===== config.mk =====
export PLATFORM = sky130hd
export DESIGN_NAME = bw_mult
export DESIGN_NICKNAME = d
export VERILOG_FILES = /design/src/rtl/bw_mult_pkg.sv /design/src/rtl/bw_fa_cell.sv /design/src/rtl/bw_ctrl.sv /design/src/rtl/bw_datapath.sv /design/src/rtl/bw_mult.sv
export SDC_FILE = /design/constraint.sdc
export NUM_CORES = 1
export LEC_CHECK = 0
export BUFFER_PORTS_ARGS = -buffer_cell sky130_fd_sc_hd__clkbuf_2
export CORE_AREA = 2 2 39 41
export CTS_CLUSTER_DIAMETER = 150
export DETAILED_ROUTE_END_ITERATION = 8
export DIE_AREA = 0 0 41 43
export GPL_TIMING_DRIVEN = 0
export PLACE_DENSITY_LB_ADDON = 0.12
export SLEW_MARGIN = 20
export SYNTH_ARGS = -nofsm -noshare
export SYNTH_HDL_FRONTEND = slang
export SYNTH_SLANG_ARGS = --single-unit

===== constraint.sdc =====
create_clock -name clk -period 4.4 [get_ports clk]
set_clock_uncertainty 0.2 [all_clocks]
set_input_delay 0.22 -clock clk [delete_from_list [all_inputs] [get_ports clk]]
set_output_delay 0.22 -clock clk [all_outputs]
set_load 0.05 [all_outputs]

===== src/rtl/bw_mult_pkg.sv =====
`timescale 1ns/1ps
package bw_mult_pkg;

  // Strobes from the output control to the datapath register.
  typedef struct packed {
    logic clearOut;
    logic loadOut;
  } outStrobe_t;

  // A partial-product bit is inverted when exactly one of its two factors
  // is an operand sign bit (row = opB index, col = opA index).
  function automatic logic ppInvert(input int row, input int col, input int width);
    return ((row == width - 1) != (col == width - 1));
  endfunction

endpackage


===== src/rtl/bw_fa_cell.sv =====
`timescale 1ns/1ps
module bw_fa_cell (
  input  logic inA,
  input  logic inB,
  input  logic carryIn,
  output logic sumOut,
  output logic carryOut
);
  assign sumOut   = inA ^ inB ^ carryIn;
  assign carryOut = (inA & inB) | (carryIn & (inA ^ inB));
endmodule


===== src/rtl/bw_ctrl.sv =====
`timescale 1ns/1ps
module bw_ctrl
  import bw_mult_pkg::*;
(
  input  logic       rst,
  output outStrobe_t strobe
);
  // The register clears on reset and captures on every other edge.
  always_comb begin
    strobe.clearOut = rst;
    strobe.loadOut  = ~rst;
  end
endmodule


===== src/rtl/bw_datapath.sv =====
`timescale 1ns/1ps
module bw_datapath
  import bw_mult_pkg::*;
#(
  parameter int N       = 4,
  parameter bit REG_OUT = 1'b1
) (
  input  logic           clk,
  input  outStrobe_t     strobe,
  input  logic [N-1:0]   opA,
  input  logic [N-1:0]   opB,
  output logic [2*N-1:0] product
);
  localparam int W = 2 * N;
  localparam logic [N-1:0] MIN_VAL = {1'b1, {(N-1){1'b0}}};
  localparam logic [W-1:0] MIN_SQ  = {2'b01, {(W-2){1'b0}}};

  logic [N-1:0] ppRow [N];
  logic [W-1:0] accum [N];

  // Partial-product grid: one AND per bit, sign cross terms inverted.
  for (genvar r = 0; r < N; r++) begin : g_row
    for (genvar c = 0; c < N; c++) begin : g_col
      localparam logic INV = ppInvert(r, c, N);
      assign ppRow[r][c] = (opA[c] & opB[r]) ^ INV;
    end
  end

  // Row 0 together with the two constant ones in columns N and W-1.
  assign accum[0] = W'(ppRow[0]) | (W'(1) << N) | (W'(1) << (W - 1));

  // Ripple-carry rows. The carry out of the top column is discarded.
  for (genvar r = 1; r < N; r++) begin : g_add
    logic [W-1:0] addend;
    logic [W-1:0] carry;
    assign addend   = W'(ppRow[r]) << r;
    assign carry[0] = 1'b0;
    for (genvar c = 0; c < W; c++) begin : g_cell
      if (c < W - 1) begin : g_fa
        bw_fa_cell u_fa (
          .inA     (accum[r-1][c]),
          .inB     (addend[c]),
          .carryIn (carry[c]),
          .sumOut  (accum[r][c]),
          .carryOut(carry[c+1])
        );
      end else begin : g_top
        assign accum[r][c] = accum[r-1][c] ^ addend[c] ^ carry[c];
      end
    end
  end

  logic [W-1:0] arraySum;
  assign arraySum = accum[N-1];

  if (REG_OUT) begin : g_reg
    logic [W-1:0] prodQ;
    logic         clearSeen;
    always_ff @(posedge clk) begin
      if (strobe.clearOut)     prodQ <= '0;
      else if (strobe.loadOut) prodQ <= arraySum;
      clearSeen <= strobe.clearOut;
    end
    assign product = prodQ;

    // a reset edge leaves the register cleared.
    a_r7_reset_clears: assert property (@(posedge clk) disable iff (strobe.clearOut)
      clearSeen |-> product == '0);
  end else begin : g_comb
    assign product = arraySum;
  end

  // the most negative value squared lands exactly on bit W-2.
  a_r2_min_squared: assert property (@(posedge clk) disable iff (strobe.clearOut)
    (opA == MIN_VAL && opB == MIN_VAL) |-> arraySum == MIN_SQ);

  // the sign of a nonzero product is the XOR of the operand signs.
  a_r3_sign_rule: assert property (@(posedge clk) disable iff (strobe.clearOut)
    (opA != '0 && opB != '0) |-> arraySum[W-1] == (opA[N-1] ^ opB[N-1]));

  // a zero operand gives a zero product.
  a_r4_zero_operand: assert property (@(posedge clk) disable iff (strobe.clearOut)
    (opA == '0 || opB == '0) |-> arraySum == '0);
endmodule


===== src/rtl/bw_mult.sv =====
`timescale 1ns/1ps
module bw_mult
  import bw_mult_pkg::*;
#(
  parameter int N       = 4,
  parameter bit REG_OUT = 1'b1
) (
  input  logic           clk,
  input  logic           rst,
  input  logic [N-1:0]   opA,
  input  logic [N-1:0]   opB,
  output logic [2*N-1:0] product
);
  localparam int W = 2 * N;

  outStrobe_t strobe;

  bw_ctrl u_ctrl (
    .rst   (rst),
    .strobe(strobe)
  );

  bw_datapath #(.N(N), .REG_OUT(REG_OUT)) u_dp (
    .clk    (clk),
    .strobe (strobe),
    .opA    (opA),
    .opB    (opB),
    .product(product)
  );

  // Reference product, used only by the assertions.
  logic signed [W-1:0] refProd;
  assign refProd = $signed({{N{opA[N-1]}}, opA}) * $signed({{N{opB[N-1]}}, opB});

  logic pastValid;
  always_ff @(posedge clk) pastValid <= ~rst;

  if (REG_OUT) begin : g_chk_reg
    // the registered product matches the operands one edge earlier.
    a_r6_one_edge: assert property (@(posedge clk) disable iff (rst)
      pastValid |-> $signed(product) == $past(refProd));
  end else begin : g_chk_comb
    // the combinational product matches the current operands.
    a_r8_comb_product: assert property (@(posedge clk) disable iff (rst)
      $signed(product) == refProd);
  end
endmodule


=== Word-level counts from Yosys, hierarchy flattened ===
Index checks and enable logic that the tools add are counted.

* Bitwise operators: 72

{| class="wikitable"
|+ Operators with widths
! operator !! count
|-
| bitwise AND 1 bit || 36
|-
| XOR 1 bit || 20
|-
| OR 1 bit || 9
|-
| NOT 1 bit || 7
|}

* Input port bits: 10
* Output and inout bits: 8
* Register bits after elaboration: 8
* Logic and storage cells: 73

=== Longest topological paths before layout ===
Gate-level depths: netlist of run 1.

* Depth in word-level cells: 17
* Depth in mapped cells: 15
* Mapped depth without buffers: 15

=== Cells and area by module ===
Synthesis of run 1 repeated with hierarchy kept, for this count alone.

* Cell total of the unflattened synthesis: 68
* Area total of the unflattened synthesis: 829.5 µm²

{| class="wikitable"
|+ Modules (own cells, without submodules)
! module !! sequential area each (µm²) !! times used !! cells an instance !! area each (µm²)
|-
| bw_fa_cell || 0.0 || 21 || 1 || 20.0
|-
| bw_datapath || 160.2 || 1 || 45 || 397.9
|-
| bw_ctrl || 0.0 || 1 || 2 || 11.3
|}

=== Worst setup path after synthesis of run 1 ===
No wires, ideal clock.

* Path type: input to register
* Start: input opB[0]
* End: register u_dp.g_reg.prodQ[7], in the netlist u_dp.product[7]
* Path slack: 0.757 ns
* Library setup time: 0.116 ns
* Buffers on the path: 0
* Data required time: 4.084 ns
* Stages on the path: 15
* Arrival time: 3.327 ns
* Cell sequence: and2_1 -> ha_1 -> inv_1 -> fa_1 -> inv_1 -> fa_1 -> inv_1 -> fa_1 -> fa_1 -> inv_1 -> fa_1 -> inv_1 -> fa_1 -> fa_1 -> and2b_2

{| class="wikitable"
|+ RTL lines
! element !! line !! source
|-
| start, declared || bw_mult.sv:11 || <nowiki>input logic [N-1:0] opB,</nowiki>
|-
| end signal, assigned || bw_datapath.sv:61 || <nowiki>else if (strobe.loadOut) prodQ <= arraySum;</nowiki>
|-
| end, declared || bw_datapath.sv:57 || <nowiki>logic [W-1:0] prodQ;</nowiki>
|}

==> results of run 1 <==
==> power by group <==
part	leakage (nW)	switching [mW]	internal, mW	total [mW]
Clock	0.0138	0.0208	0.0309	0.0517
Sequential	0.0665	0.00256	0.0859	0.0885
Combinational	0.296	0.0800	0.0360	0.116
==> layout by cell type, fill, tap and decap left out, drive strengths merged <==
master,instances
inv,13
and2,6
nor2,2
clkbuf,20
fa,8
and2b,5
nand2,9
and3b,1
ha,4
dfxtp,8
==> path summary, 6_finish.rpt <==
path               to  slack [ps]  cells past startpoint
max   u_dp.product[7]         770                     16
min   u_dp.product[6]          20                      2
==> routing by layer <==
layer | track usage | share of wire | vias to the layer above
li1 | - | - | 200
met1 | 0.131 | 0.41 | 178
met2 | 0.191 | 0.54 | 10
met3 | 0.0314 | 0.035 | 2
met4 | 0.100 | 0.018 | 0
met5 | 0 | 0 | -
==> final cells by class <==
class | instances | share of cell area
Clock buffer | 3 | 0.0331
Tap cell | 16 | 0.0295
Sequential cell | 8 | 0.236
Inverter | 13 | 0.0718
Multi-Input combinational cell | 35 | 0.505
Timing Repair Buffer | 17 | 0.125
==> kinds of logic after synthesis <==
| family | Yosys count | share of synthesized area |
|---|---|---|
| adder cells (fa/ha/maj) | 12 | 0.381 |
| flip-flops | 8 | 0.290 |
| buffers and inverters | 13 | 0.0884 |
| AND/OR/NAND/NOR | 23 | 0.240 |
==> worst max-delay path, stage by stage <==
cell	delay, ps
clkbuf_2	100
and2_1	150
ha_1	190
inv_1	60
fa_1	150
inv_1	50
fa_1	470
inv_1	50
fa_1	430
fa_1	430
inv_1	100
fa_1	170
inv_1	50
fa_1	370
fa_1	370
and2b_2	190
==> stage by stage <==
step | worst slack (ps) | utilization | instances | power, mW | hold WS (ps)
final | 774 | 0.491 | 92 | 0.256 | 21.5
after global routing | 610 | 0.491 | 92 | 0.284 | 30.3
after CTS | 756 | 0.491 | 92 | 0.262 | 16.9
after detailed placement | 503 | 0.475 | 89 | 0.208 | 277
after global placement | 511 | 0.475 | 89 | 0.208 | 267
after floorplan | 757 | - | 56 | 0.181 | 86.7
==> metrics.md, run 1 <==
| Metric | Value |
|---|---|
| Clk slew on worst S/H paths | `approximately 50 ps` |
| Synthesized net count | `78` |
| Area contributors post-synth | `dfxtp_1 (29%), fa_1 (29%), ha_1 (9.1%)` |
| Worst setup EP type | `flop` |
| Antenna violation net count after detailed routing | `0` |
| Power density cells | `377 nW/um^2` |
| VDD IR max | `about 0.14 mV` |
| LEAKAGE | `approximately 0.38 nW` |
| Setup CP Type | `in2reg` |
| Fraction of layout cells with a size suffix above 1 | `0.342` |
| Die extent in y | `43 microns` |
| Synth top area share | `0.290` |
| CTS Hold Buffers Added | `0` |
| Total gr overflow | `0` |
| Crit path DAT | `3560 ps` |
| Post-Syn Instances | `between 50 and 60` |
| Slew @ Worst Pin | `approximately 280 ps` |
| Nets | `100` |
| Worst Hold Class | `in2reg` |
| Synthesis Warnings | `0` |
| First-pass GRT wire length | `~1400 microns` |
| Post-synth EDFFs | `0` |
| GPL Wtd Cong | `between 0.7 and 0.8` |
| Max cap viols | `0` |
| Synth top cells by count | `inv_1 (13), nand2_1 (9), dfxtp_1 (8), fa_1 (8), and2_1 (6)` |
| Starting density of the core | `0.399` |
| Flip-flop count of the largest register after layout | `8` |
| N_diodes | `0` |
| Sequential element share of the synthesized area | `0.290` |
| Multi-input combinational cell area | `~340 sq um` |
| Ys async rst share | `0` |
| Placed instance area | `657 sq um` |
| Vias in the first global route | `377` |
| Final Cycle Share | `0.824` |
| H-tree depth | `1` |
| # IOs | `18` |
| Post-DP HPWL | `about 700 microns` |
| CTS Root Cell | `clkbuf_4` |
| Setup repair after global routing missed its margin | `false` |
| Fin. max-slew vios | `0` |
| Most common cell in the netlist | `inv_1` |
| Setup TNS Final | `0 ps` |
| Area of the core | `~1400 sq um` |
| CP Launch Point | `opB[0]` |
| Leading area contributor after synthesis | `dfxtp_1` |
| Synthesized flop and latch total | `8` |
| Crit start category | `primary input` |
| Status | `finished, final reports clean` |
| Clock Sinks | `8` |
| Critical-path maximum fanout | `4` |
| Overall die area | `1760 sq um` |
| FP Rows | `14` |
| Fillers | `about 140` |
| Maximum clock path buffer count | `2` |
| Post-CTS Setup Bufs | `0` |
| Via count | `between 300 and 400` |
| PortBufs | `17` |
| Design Area, Final | `a little under 700 sq um` |
| WL/cell | `8.30 microns` |
| Antenna violations before repair | `0` |
| Slew Limit Headroom | `0.817` |
| TritonCTS clock tree | `done` |
| Fmax | `approximately 0.28 GHz` |
| Largest net degree at the start of global routing | `9` |
| DRT Pass-1 Iters | `1` |
| Area delta synth->final | `23.1%` |
| Synthesized area per cell | `~10 sq um` |
| Final Hold Fails | `0` |
| Worst endpoint required time | `4330 ps` |
| Tot GR Track Use | `0.123` |
| Drt drc | `0` |
| Final setup vio count | `0` |
| Vias/cell | `4.24` |
| Min-Delay Startpoint | `rst` |
| 1st-iter DRT viols | `0` |
| Post-CTS resize count | `0` |
| Num CTS Buffers | `3` |
| Synth cell types | `9` |
| Primary FF master, synth | `dfxtp_1` |
| Synthesized area | `552 sq um` |
| Die X | `41 microns` |
| Final WL | `between 700 and 800 microns` |
| Register area | `around 160 sq um` |
| Tmin final | `approximately 3600 ps` |
(Power assumes the default switching activity.)
==> inputs of run 2 (changes only) <==
Settings changed: ABC_AREA set to 1.
Clock period 4.4 ns to 3.5 ns, I/O delays scaled along.
==> metrics.md, run 2 <==
| Metric | Value |
|---|---|
| Status | `finished, final reports clean` |
| Area of the core | `between 1000 and 1500 sq um` |
| WHS | `about 140 ps` |
| Vias/cell | `around 4.1` |
| LEAKAGE | `0.441 nW` |
| Maximum clock path buffer count | `2` |
| Synth top cells by count | `inv_1 (24), nand2_1 (16), dfxtp_1 (8), fa_1 (8), nor2_1 (8)` |
| Setup repair after global routing missed its margin | `true` |
| N_diodes | `0` |
| Final Cycle Share | `0.961` |
| 1st-iter DRT viols | `7` |
| Synthesis Warnings | `0` |
| Largest net degree at the start of global routing | `9` |
| GRT met3 Usage | `0.0314` |
| Antenna violations before repair | `0` |
| Flip-flop count of the largest register after layout | `8` |
| Post-Syn Instances | `between 60 and 70` |
| FP Rows | `14` |
| H-tree depth | `1` |
| Total gr overflow | `0` |
| Worst Hold Class | `in2reg` |
| Most frequent cells in the layout | `inv_1 (15), nand2_1 (14), clkbuf_2 (12)` |
| # IOs | `18` |
| Crit start category | `primary input` |
| Slew Limit Headroom | `0.816` |
| Ys async rst share | `0` |
| Leading area contributor after synthesis | `dfxtp_1` |
| Fraction of layout cells with a size suffix above 1 | `0.413` |
| Final Hold Fails | `0` |
| CTS Root Cell | `clkbuf_4` |
| Max cap viols | `0` |
| Synth top area share | `0.285` |
| Vias in the first global route | `between 300 and 400` |
| Final WL | `912 microns` |
| Synthesized net count | `between 90 and 100` |
| Synthesized flop and latch total | `8` |
| Crit path DAT | `about 3300 ps` |
| Drt drc | `0` |
| Tot GR Track Use | `0.130` |
| Synthesized area | `between 500 and 600 sq um` |
| GPL Wtd Cong | `slightly above 0.7` |
| Tmin final | `~3400 ps` |
| Synthesized area per cell | `8.14 sq um` |
| Die X | `just over 40 microns` |
| Nets | `about 120` |
| Fin. max-slew vios | `0` |
| Via count | `about 450` |
| Primary FF master, synth | `dfxtp_1` |
| Power density cells | `approximately 440 nW/um^2` |
| Post-synth EDFFs | `0` |
| Grt met2 use | `0.184` |
| Setup CP Type | `in2reg` |
| First-pass GRT wire length | `1480 microns` |
| Synth cell types | `7` |
| Global route hottest layer | `met2` |
| Area delta synth->final | `40.3%` |
| Antenna violation net count after detailed routing | `0` |
| VDD IR max | `0.184 mV` |
| Met1 Use GR | `0.150` |
| Critical-path maximum fanout | `4` |
| Sequential element share of the synthesized area | `0.285` |
| Worst setup EP type | `flop` |
| Worst endpoint required time | `between 3000 and 4000 ps` |
| Most common cell in the netlist | `inv_1` |
| Final setup vio count | `0` |
| Num CTS Buffers | `3` |
| TritonCTS clock tree | `done` |
| Area contributors post-synth | `dfxtp_1 (29%), fa_1 (29%), inv_1 (16%)` |
| Pre-CTS WS | `-243 ps` |
| Clock Sinks | `8` |
| PortBufs | `16` |
| Overall die area | `roughly 1800 sq um` |
| Fmax | `~0.30 GHz` |
| Commonest non-fill, non-tap cell in the layout | `inv_1` |
| WL/cell | `8.44 microns` |
| Starting density of the core | `0.406` |
| Clk slew on worst S/H paths | `approximately 50 ps` |
| DRT Pass-1 Iters | `4` |
| Die extent in y | `43 microns` |
| Post-DP HPWL | `about 720 microns` |
| Slew @ Worst Pin | `about 280 ps` |
| Minimum setup slack in the final design | `137 ps` |
run 2: path summary, 6_finish.rpt:
path               start  depth (start not counted)               to
setup / recovery  opA[1]                         17  u_dp.product[6]
hold / removal    opB[3]                          4  u_dp.product[6]
run 2: kinds of logic (layout without fill, tap and decap cells):
| kind of cell | Yosys count | in the layout | synth area share |
|---|---|---|---|
| flops | 8 | 8 | 0.285 |
| buf+inv | 25 | 48 | 0.180 |
| simple gates | 24 | 24 | 0.160 |
| fa+ha+maj | 12 | 12 | 0.374 |
run 2: repair_timing:
action	in CTS	in global routing
setup buffers	0	1
endpoints found under the setup margin	0	2
hold buffers	3	0
endpoints found under the hold margin	8	0
resized for setup	0	31
run 2: where the power goes:
part	leakage (nW)	internal (mW)	total, mW	switching, mW
Sequential	0.0665	0.108	0.112	0.00353
Clock	0.0138	0.0391	0.0686	0.0295
Combinational	0.361	0.0564	0.169	0.113
run 2: final cells by class:
class	instances	area (sq um)
well taps	16	20.0
repair buffers	20	154
plain buffers	1	11.3
flip-flops and latches	8	160
inverters	24	90.1
clock buffers	3	22.5
multi-input cells	36	330
fillers	134	596
run 2: per-stage QoR:
step	total power, mW	cell area [sq um]	utilization	std cells	TNS [ps]
final	0.349	788	0.570	108	0
after global routing	0.381	788	0.570	108	-31.4
after CTS	0.338	719	0.520	107	0
after detailed placement	0.267	667	0.482	101	-418
after global placement	0.265	667	0.482	101	-335
after floorplan	0.233	567	-	69	0
run 2: worst max-delay path: stages:
cell	delay (ps)
buf_8	100
nand2_2	60
inv_2	40
ha_4	140
inv_2	50
fa_2	190
inv_2	40
fa_1	510
inv_2	40
fa_2	340
fa_2	450
inv_2	60
fa_2	180
inv_2	40
fa_2	350
fa_1	500
nor2_1	40
run 2: layer usage:
layer,vias to the layer above,routed length (microns)
met5,-,0
met4,0,40
met3,5,53
met2,15,410
met1,193,407
li1,233,-
